[config.mk]
export PLATFORM = sky130hd
export DESIGN_NAME = pio_cmd_queue
export DESIGN_NICKNAME = d
export VERILOG_FILES = /design/src/rtl/pio_cmd_queue.sv
export SDC_FILE = /design/constraint.sdc
export NUM_CORES = 1
export LEC_CHECK = 0
export BUFFER_PORTS_ARGS = -buffer_cell sky130_fd_sc_hd__buf_2
export CORE_ASPECT_RATIO = 1.75
export CORE_MARGIN = 2
export CORE_UTILIZATION = 55
export CTS_CLUSTER_SIZE = 40
export DETAILED_ROUTE_END_ITERATION = 7
export GPL_TIMING_DRIVEN = 0
export PLACE_DENSITY = 0.72
export SLEW_MARGIN = 20
export SYNTH_ARGS = -nofsm -noshare
export SYNTH_HDL_FRONTEND = slang
export SYNTH_SLANG_ARGS = --single-unit
[constraint.sdc]
create_clock -name clk -period 9.62 [get_ports clk]
set_input_delay 1.924 -clock clk [delete_from_list [all_inputs] [get_ports clk]]
set_output_delay 1.924 -clock clk [all_outputs]
set_load 0.01 [all_outputs]
[src/rtl/pio_cmd_queue.sv]
module pio_cmd_queue #(
  parameter int DEPTH = 16,
  parameter int DW    = 32,
  parameter int AW    = 8
) (
  input  logic          clk,
  input  logic          rst_n,
  input  logic          reg_wr,
  input  logic          reg_rd,
  input  logic [AW-1:0] reg_addr,
  input  logic [DW-1:0] reg_wdata,
  output logic [DW-1:0] reg_rdata,
  output logic          q_mode,
  output logic          eng_cmd_valid,
  output logic [DW-1:0] eng_cmd_word,
  input  logic          eng_done,
  output logic          eng_tx_valid,
  output logic [DW-1:0] eng_tx_data,
  input  logic          eng_tx_pop,
  input  logic [7:0]    eng_rx_byte,
  input  logic          eng_rx_strobe,
  input  logic          eng_rx_last,
  output logic          queue_done
);
  // DEPTH must be a power of two; pointers wrap naturally.
  localparam int PW    = $clog2(DEPTH);
  localparam int CW    = PW + 1;
  localparam int LANES = DW / 8;
  localparam int LW    = $clog2(LANES);
  localparam logic [AW-1:0] A_CTRL = AW'(8'h00);
  localparam logic [AW-1:0] A_SET  = AW'(8'h04);
  localparam logic [AW-1:0] A_CLR  = AW'(8'h08);
  localparam logic [AW-1:0] A_STAT = AW'(8'h10);
  localparam logic [AW-1:0] A_CMD  = AW'(8'h20);
  localparam logic [AW-1:0] A_TX   = AW'(8'h30);
  localparam logic [AW-1:0] A_RX   = AW'(8'h40);

  logic run_q, mode_q, busy_q, ovf_q, done_q;
  logic [DW-1:0] act_q, rx_acc;
  logic [LW-1:0] lane;
  logic [DW-1:0] cmd_mem [DEPTH];
  logic [DW-1:0] tx_mem  [DEPTH];
  logic [DW-1:0] rx_mem  [DEPTH];
  logic [PW-1:0] cmd_wp, cmd_rp, tx_wp, tx_rp, rx_wp, rx_rp;
  logic [CW-1:0] cmd_cnt, tx_cnt, rx_cnt;

  wire cmd_full = cmd_cnt == CW'(DEPTH);
  wire tx_full  = tx_cnt  == CW'(DEPTH);
  wire rx_full  = rx_cnt  == CW'(DEPTH);
  wire cmd_wr   = reg_wr && reg_addr == A_CMD;
  wire tx_wr    = reg_wr && reg_addr == A_TX;
  wire cmd_push = cmd_wr && !cmd_full;
  wire cmd_pop  = run_q && !busy_q && cmd_cnt != '0;
  wire tx_push  = tx_wr && !tx_full;
  wire tx_pop   = eng_tx_pop && tx_cnt != '0;
  wire rx_word_end = eng_rx_strobe && (lane == LW'(LANES-1) || eng_rx_last);
  wire rx_push  = rx_word_end && !rx_full;
  wire rx_pop   = reg_rd && reg_addr == A_RX && rx_cnt != '0;
  wire ovf_set  = (cmd_wr && cmd_full) || (tx_wr && tx_full) || (rx_word_end && rx_full);
  wire [DW-1:0] rx_word = rx_acc | (DW'(eng_rx_byte) << {lane, 3'b000});

  assign q_mode        = mode_q;
  assign eng_cmd_valid = busy_q;
  assign eng_cmd_word  = act_q;
  assign eng_tx_valid  = tx_cnt != '0;
  assign eng_tx_data   = tx_mem[tx_rp];
  assign queue_done    = done_q;

  always_comb begin
    reg_rdata = '0;
    case (reg_addr)
      A_CTRL, A_SET, A_CLR: begin
        reg_rdata[5] = run_q;
        reg_rdata[2] = mode_q;
      end
      A_STAT: begin
        reg_rdata[CW-1:0] = cmd_cnt;
        reg_rdata[13]     = rx_cnt == '0;
        reg_rdata[15]     = ovf_q;
      end
      A_RX:    reg_rdata = (rx_cnt != '0) ? rx_mem[rx_rp] : '0;
      default: reg_rdata = '0;
    endcase
  end

  always_ff @(posedge clk) begin
    if (cmd_push) cmd_mem[cmd_wp] <= reg_wdata;
    if (tx_push)  tx_mem[tx_wp]   <= reg_wdata;
    if (rx_push)  rx_mem[rx_wp]   <= rx_word;
  end

  always_ff @(posedge clk) begin
    if (!rst_n) begin
      run_q <= 1'b0; mode_q <= 1'b0; busy_q <= 1'b0; ovf_q <= 1'b0; done_q <= 1'b0;
      act_q <= '0; rx_acc <= '0; lane <= '0;
      cmd_wp <= '0; cmd_rp <= '0; cmd_cnt <= '0;
      tx_wp  <= '0; tx_rp  <= '0; tx_cnt  <= '0;
      rx_wp  <= '0; rx_rp  <= '0; rx_cnt  <= '0;
    end else begin
      if (reg_wr && reg_addr == A_CTRL) begin
        run_q <= reg_wdata[5]; mode_q <= reg_wdata[2];
      end else if (reg_wr && reg_addr == A_SET) begin
        run_q <= run_q | reg_wdata[5]; mode_q <= mode_q | reg_wdata[2];
      end else if (reg_wr && reg_addr == A_CLR) begin
        run_q <= run_q & ~reg_wdata[5]; mode_q <= mode_q & ~reg_wdata[2];
      end

      if (ovf_set) ovf_q <= 1'b1;
      else if (reg_wr && reg_addr == A_STAT && reg_wdata[15]) ovf_q <= 1'b0;

      if (cmd_pop) begin
        act_q  <= cmd_mem[cmd_rp];
        busy_q <= 1'b1;
      end else if (eng_done) begin
        busy_q <= 1'b0;
      end
      done_q <= busy_q && eng_done && cmd_cnt == '0;

      if (eng_rx_strobe) begin
        rx_acc <= rx_word_end ? '0 : rx_word;
        lane   <= rx_word_end ? '0 : lane + 1'b1;
      end

      if (cmd_push) cmd_wp <= cmd_wp + 1'b1;
      if (cmd_pop)  cmd_rp <= cmd_rp + 1'b1;
      cmd_cnt <= cmd_cnt + CW'(cmd_push) - CW'(cmd_pop);
      if (tx_push) tx_wp <= tx_wp + 1'b1;
      if (tx_pop)  tx_rp <= tx_rp + 1'b1;
      tx_cnt <= tx_cnt + CW'(tx_push) - CW'(tx_pop);
      if (rx_push) rx_wp <= rx_wp + 1'b1;
      if (rx_pop)  rx_rp <= rx_rp + 1'b1;
      rx_cnt <= rx_cnt + CW'(rx_push) - CW'(rx_pop);
    end
  end

  p_cnt_bound_r3: assert property (@(posedge clk) disable iff (!rst_n)
    cmd_cnt <= CW'(DEPTH) && tx_cnt <= CW'(DEPTH) && rx_cnt <= CW'(DEPTH));
  p_fetch_run_r4: assert property (@(posedge clk) disable iff (!rst_n)
    $rose(eng_cmd_valid) |-> $past(run_q));
  p_hold_cmd_r4: assert property (@(posedge clk) disable iff (!rst_n)
    (eng_cmd_valid && !eng_done) |=> (eng_cmd_valid && $stable(eng_cmd_word)));
  p_done_idle_r6: assert property (@(posedge clk) disable iff (!rst_n)
    queue_done |-> !eng_cmd_valid);
  p_overflow_r11: assert property (@(posedge clk) disable iff (!rst_n)
    (cmd_wr && cmd_full) |=> (ovf_q && $stable(cmd_cnt) || $past(cmd_pop)));
  p_empty_read_r10: assert property (@(posedge clk) disable iff (!rst_n)
    (reg_rd && reg_addr == A_RX && rx_cnt == '0) |-> reg_rdata == '0);
endmodule

==> Yosys cells after proc, flatten, opt, wreduce, memory -nomap -nowiden <==
Memories as Yosys holds them, arrays and structs flattened. A register that Yosys moved wholly into a read port is not among the register bits.
Index checks and enable logic that the tools add are counted.
{ "op_classes": {"n_reduce_logical": 39, "shift": 1, "n_mux": 32, "n_bitwise": 7, "eq_ne": 10, "add_sub_neg": 13} }
{ "op_table": {"columns": ["op", "count"], "rows": [
  ["two-way mux 32 bit", 2],
  ["bitwise OR 32 bit", 1],
  ["<< shifter 8 x 5 -> 32 bit", 1],
  ["adder 4 x 1 -> 4 bit, second input constant", 6],
  ["logical AND 1 bit", 21],
  ["two-way mux 1 bit", 17],
  ["equality test 8 x 6 -> 1 bit, second input constant", 2],
  ["two-way mux 16 bit", 1],
  ["two-way mux 4 bit", 4],
  ["adder 5 x 1 -> 5 bit", 3],
  ["equality test 5 bit, second input constant", 3],
  ["nonzero test 5 bit", 3],
  ["subtractor 5 x 1 -> 5 bit", 3],
  ["zero test 5 bit", 2],
  ["equality test 8 x 3 -> 1 bit, second input constant", 1],
  ["equality test 8 x 4 -> 1 bit, second input constant", 1],
  ["equality test 8 x 5 -> 1 bit, second input constant", 1],
  ["equality test 8 x 7 -> 1 bit, second input constant", 1],
  ["zero test 8 bit", 1],
  ["case mux 2 bit (2 select lines)", 2],
  ["two-way mux 7 bit", 1],
  ["case mux 1 bit (2 select lines)", 3],
  ["zero test 1 bit", 5],
  ["nonzero test 2 bit", 2],
  ["10 further kinds", 15]
]} }
{ "word_totals": {"register_bits": 78, "mem_count": 3, "output_inout_bits": 100, "ramBits": 1536, "input_bits": 56} }
{ "memory_table": {"columns": ["name", "depth", "width", "rd", "rd_ports_with_merged_regs", "wr", "line_no", "source"], "rows": [
  ["cmd_mem", 16, 32, 1, 1, 1, "41", "logic [DW-1:0] cmd_mem [DEPTH];"],
  ["rx_mem", 16, 32, 1, 1, 1, "43", "logic [DW-1:0] rx_mem [DEPTH];"],
  ["tx_mem", 16, 32, 1, 1, 1, "42", "logic [DW-1:0] tx_mem [DEPTH];"]
]} }

==> Logic depth before layout (Yosys ltp) <==
{ "depth": {"word_depth": 6, "mapped_depth": 14, "mapped_depth_nobuf": 13} }

==> Worst setup path before layout <==
Ideal clock, no wire load.
{ "synth_timing": {"path_type": "input -> register", "start": "input port reg_addr[1]", "end": "memory cmd_mem[1][0] (enable)", "setup_slack_ns": 3.691, "t_arrival_ns": 5.468, "path_stages": 5, "required_time_ns": 9.159, "setup_ns": 0.461, "cell_sequence": "or3_4 -> nor4_1 -> buf_2 -> nand3_1 -> nor3_1"} }
{ "synth_between": {"elab_chain_cells": 5} }
{ "synth_lines": {"columns": ["item", "line_no", "source"], "rows": [
  ["from (decl)", "10", "input logic [AW-1:0] reg_addr,"],
  ["equality test 8 x 6 -> 1 bit", "50", "wire cmd_wr = reg_wr && reg_addr == A_CMD;"],
  ["logical AND 1 bit", "50", null],
  ["logical AND 1 bit", "52", "wire cmd_push = cmd_wr && !cmd_full;"],
  ["two-way mux 1 bit", "87", "if (cmd_push) cmd_mem[cmd_wp] <= reg_wdata;"],
  ["two-way mux 1 bit (implied by the code)", "87", null],
  ["to (decl)", "41", null]
]} }
Every way passes these cells.

==> Worst setup path after layout <==
{ "layout_timing": {"start": "input port reg_addr[1]", "end": "output port reg_rdata[29]"} }
{ "layout_between": {"elab_chain_cells": 2} }
{ "layout_lines": {"columns": ["item", "line_no", "source"], "rows": [
  ["equality test 8 x 7 -> 1 bit", "71", "case (reg_addr)"],
  ["two-way mux 16 bit", "71", null],
  ["to (decl)", "12", "output logic [DW-1:0] reg_rdata,"]
]} }
Every way passes these cells.

==> key figures <==
Yosys
  • Cell with the most instances after synthesis: edfxtp_1
  • Most frequent cells after synthesis: edfxtp_1 (1536), mux4_2 (409), dfxtp_1 (118), nor2_1 (101), clkbuf_1 (99)
  • Avg Inst Size Synth: 21.64 um2
  • Largest area contributor in the netlist: edfxtp_1
  • Post-synth EDFFs: 1536
  • Post-Syn Nets: 3012
  • Ys async rst share: 0%
  • Area contributors post-synth: edfxtp_1 (73%), mux4_2 (15%), dfxtp_1 (3.7%)
  • Post-synthesis register bit count: 1654
  • Sequential share of the synthesized area: 76.74%
  • Top_reg_cell synth: edfxtp_1
  • Share of the synthesized area in the top cell type: 73.00%
  • Yosys warning total: 0
  • Unique masters post-synth: 57
  • Cell area after synthesis: 63190 um2
  • Syn Inst Count: 2920

Floorplanning
  • Die Wd: 260.2 um
  • Row count: 164
  • Core area: 114100 um2
  • Die area: 117700 um2
  • Initial core utilization: 55.38%
  • Die Ht: 452.4 um
  • # IOs: 156

Timing
  • Unrepaired setup endpoints after global routing: false
  • Fin. Hold Viols: 0
  • Final setup fails: 0
  • Setup Total Neg Slack: 0 ns
  • Tcrit/Tclk final: 68.49%
  • Max-slew headroom: 28.00%
  • Post-Route Skew: 0.03140 ns
  • Final Critical Period: 6.589 ns
  • Worst slew pin tran: 1.080 ns
  • Count of pins over their slew limit: 0
  • Max Clk Rate: 0.1518 GHz

Routing
  • First-iteration detailed-routing DRC count: 3022
  • First-pass DRT Iterations: 7
  • Routed vias/inst: 6.395
  • DRC: 0
  • Final WL: 154300 um
  • Via Count: 31440
  • Final antenna-violating net count: 0
  • Drt wl/cell: 31.38 um

Status
  • Status: complete, no violations

Setup path
  • CP max FO: 10
  • WP data arrival: 4.67 ns
  • CP cell instances: buf_2 > nor4_2 > nand3_1 > clkbuf_1 > nor3_1 > buf_2
  • Critical path startpoint category: primary input
  • CP endpoint kind: output pin
  • WP buf/inv: 3
  • Slowest CP cell: nor4_2
  • Worst path max stage delay: 0.80 ns
  • Setup Crit Path Kind: in2out
  • Most numerous cell on the critical path: buf_2
  • Cell family with the largest share of critical-path delay: simple AND/OR/NAND/NOR gates
  • WP data required: 7.70 ns

Placed design
  • DP HPWL: 104400 um
  • RD Place Congestion: 0.8610
  • Placed instance count: 4662
  • DP Area: 67470 um2
  • IO buf count: 153

Clock tree
  • Worst-Skew Late Latency: 0.78 ns
  • H-tree depth: 4
  • # resized after CTS: 0
  • Clk buf depth: 3
  • Clk Tree Root Cell: clkbuf_16
  • Post-CTS setup buffers: 0
  • Post-CTS Hold Fix Bufs: 0
  • Number of CTS-inserted buffers: 141
  • Clock slew at reported path FFs: 0.06 ns
  • CTS tree: done
  • Clk sinks: 1654

Power and ir drop
  • Power per cell area: 207.1 nW/um2
  • Pleak: 22.93 nW
  • IR drop worst, VDD: 201.1 uV

Final layout
  • Area Growth Syn to Fin: 14.16%
  • Final Net Count: 3403
  • Final instance area: 72140 um2
  • Layout Cells excl Fill: 4916
  • Layout cells sized above 1: 29.15%

Global route
  • First-pass GRT wire length: 223200 um
  • Largest net degree at the start of global routing: 35
  • Overall routing resource usage: 26.70%
  • Global route total overflow: 0
  • Vias in the first global route: 33600
  • Initial antenna violation count: 5

Run
  • Max-Cap Viols: 0

Min path
  • Hold Path Class: reg2reg
-- registers in the layout (all words and copies together) (netlist names), 2 cells and up, named ones only --
register and cells:
cmd_wp 4, tx_mem 512, eng_cmd_word 32, rx_cnt 5
cmd_rp 4, rx_rp 4, rx_mem 512, rx_acc 32
rx_wp 4, cmd_cnt 5, tx_wp 4, lane 2
tx_cnt 5, tx_rp 4, cmd_mem 512
-- layout make-up --
type | instances | area (um2)
multi-input cells | 1079 | 14290
plain buffers | 157 | 643.1
diodes | 2 | 5.005
fillers | 7504 | 41950
inverters | 30 | 112.6
flip-flops and latches | 1654 | 48490
repair buffers | 248 | 2067
well taps | 1494 | 1869
clock inverters | 71 | 773.2
clock buffers | 181 | 3887
-- power breakdown --
| part | total [mW] | internal (mW) | switching (mW) |
|---|---|---|---|
| sequential | 7.92 | 7.89 | 0.0263 |
| clock | 5.77 | 3.27 | 2.50 |
| combinational | 1.25 | 0.552 | 0.701 |
| total | 14.9 | 11.7 | 3.23 |
-- metal layers --
layer	wire (um)	global-route usage, %	vias up
li1	-	-	12970
met3	10180	4.621	403
met1	49750	29.00	16600
met2	87170	50.34	1465
met4	7135	11.86	4
met5	26	0	-
-- through the flow --
step / worst slack [ns] / hold WS (ns) / total power, mW / utilization [%]
2_1_floorplan: 3.691 / 0.4596 / 8.863 / -
3_3_place_gp: 0.1966 / 0.4667 / 9.271 / 57.69
3_5_place_dp: 3.052 / 0.4729 / 9.332 / 59.13
4_1_cts: 3.057 / 0.4814 / 15.00 / 63.22
5_1_grt: 2.974 / 0.5045 / 15.33 / 63.22
6_report: 3.031 / 0.4819 / 14.94 / 63.23
-- logic make-up after synthesis --
| logic type | after synthesis | share of synthesized area, % |
|---|---|---|
| xor+xnor | 19 | 0.2634 |
| flops | 1654 | 76.74 |
| buf+inv | 187 | 1.190 |
| fa+ha+maj | 36 | 0.7485 |
| simple gates | 332 | 2.812 |
| compound gates | 222 | 2.634 |
| mux | 470 | 15.62 |
-- worst min-delay path: cells and delay by family, from the launching register on --
family	cells	cell delay [ns]
DFF	1	0.31
and+or+nand+nor	2	0.13
-- worst paths after layout --
| check | startpoint | end | slack (ns) | depth (start not counted) |
|---|---|---|---|---|
| hold reg to reg | rx_acc[28]$_SDFFE_PN0P_ | rx_acc[28]$_SDFFE_PN0P_ | 0.48 | 2 |
| setup / recovery | reg_addr[1] | reg_rdata[29] | 3.03 | 6 |
| hold / removal | rx_acc[28]$_SDFFE_PN0P_ | rx_acc[28]$_SDFFE_PN0P_ | 0.48 | 2 |
| setup reg to reg | cmd_cnt[3]$_SDFF_PN0_ | cmd_cnt[4]$_SDFF_PN0_ | 5.30 | 14 |
-- cell usage in the layout, fill, tap and decap left out, types with 7 or more instances in the layout --
| cell type | n |
|---|---|
| a22oi_1 | 16 |
| clkinv_2 | 23 |
| buf_12 | 29 |
| clkbuf_16 | 148 |
| nand2_1 | 25 |
| a221o_1 | 32 |
| nor3b_1 | 33 |
| o21ai_0 | 14 |
| buf_16 | 9 |
| nor2_4 | 36 |
| mux2_2 | 37 |
| a21o_1 | 35 |
| nor3_1 | 23 |
| nor2_1 | 65 |
| buf_4 | 46 |
| clkinvlp_4 | 7 |
| clkbuf_1 | 124 |
| mux4_2 | 409 |
| buf_2 | 187 |
| nor2b_1 | 58 |
| dfxtp_1 | 118 |
| bufinv_16 | 15 |
| a211oi_1 | 19 |
| and2_1 | 8 |
| a21oi_1 | 31 |
| o22ai_1 | 21 |
| inv_1 | 29 |
| nand3_1 | 26 |
| buf_1 | 22 |
| nor3_2 | 12 |
| nand2b_1 | 15 |
| buf_6 | 11 |
| ha_1 | 33 |
| a22o_1 | 32 |
| xnor2_1 | 8 |
| mux2i_1 | 24 |
| clkinv_1 | 18 |
| edfxtp_1 | 1536 |
| xor2_1 | 11 |
Power figures use the tool's default switching activity.
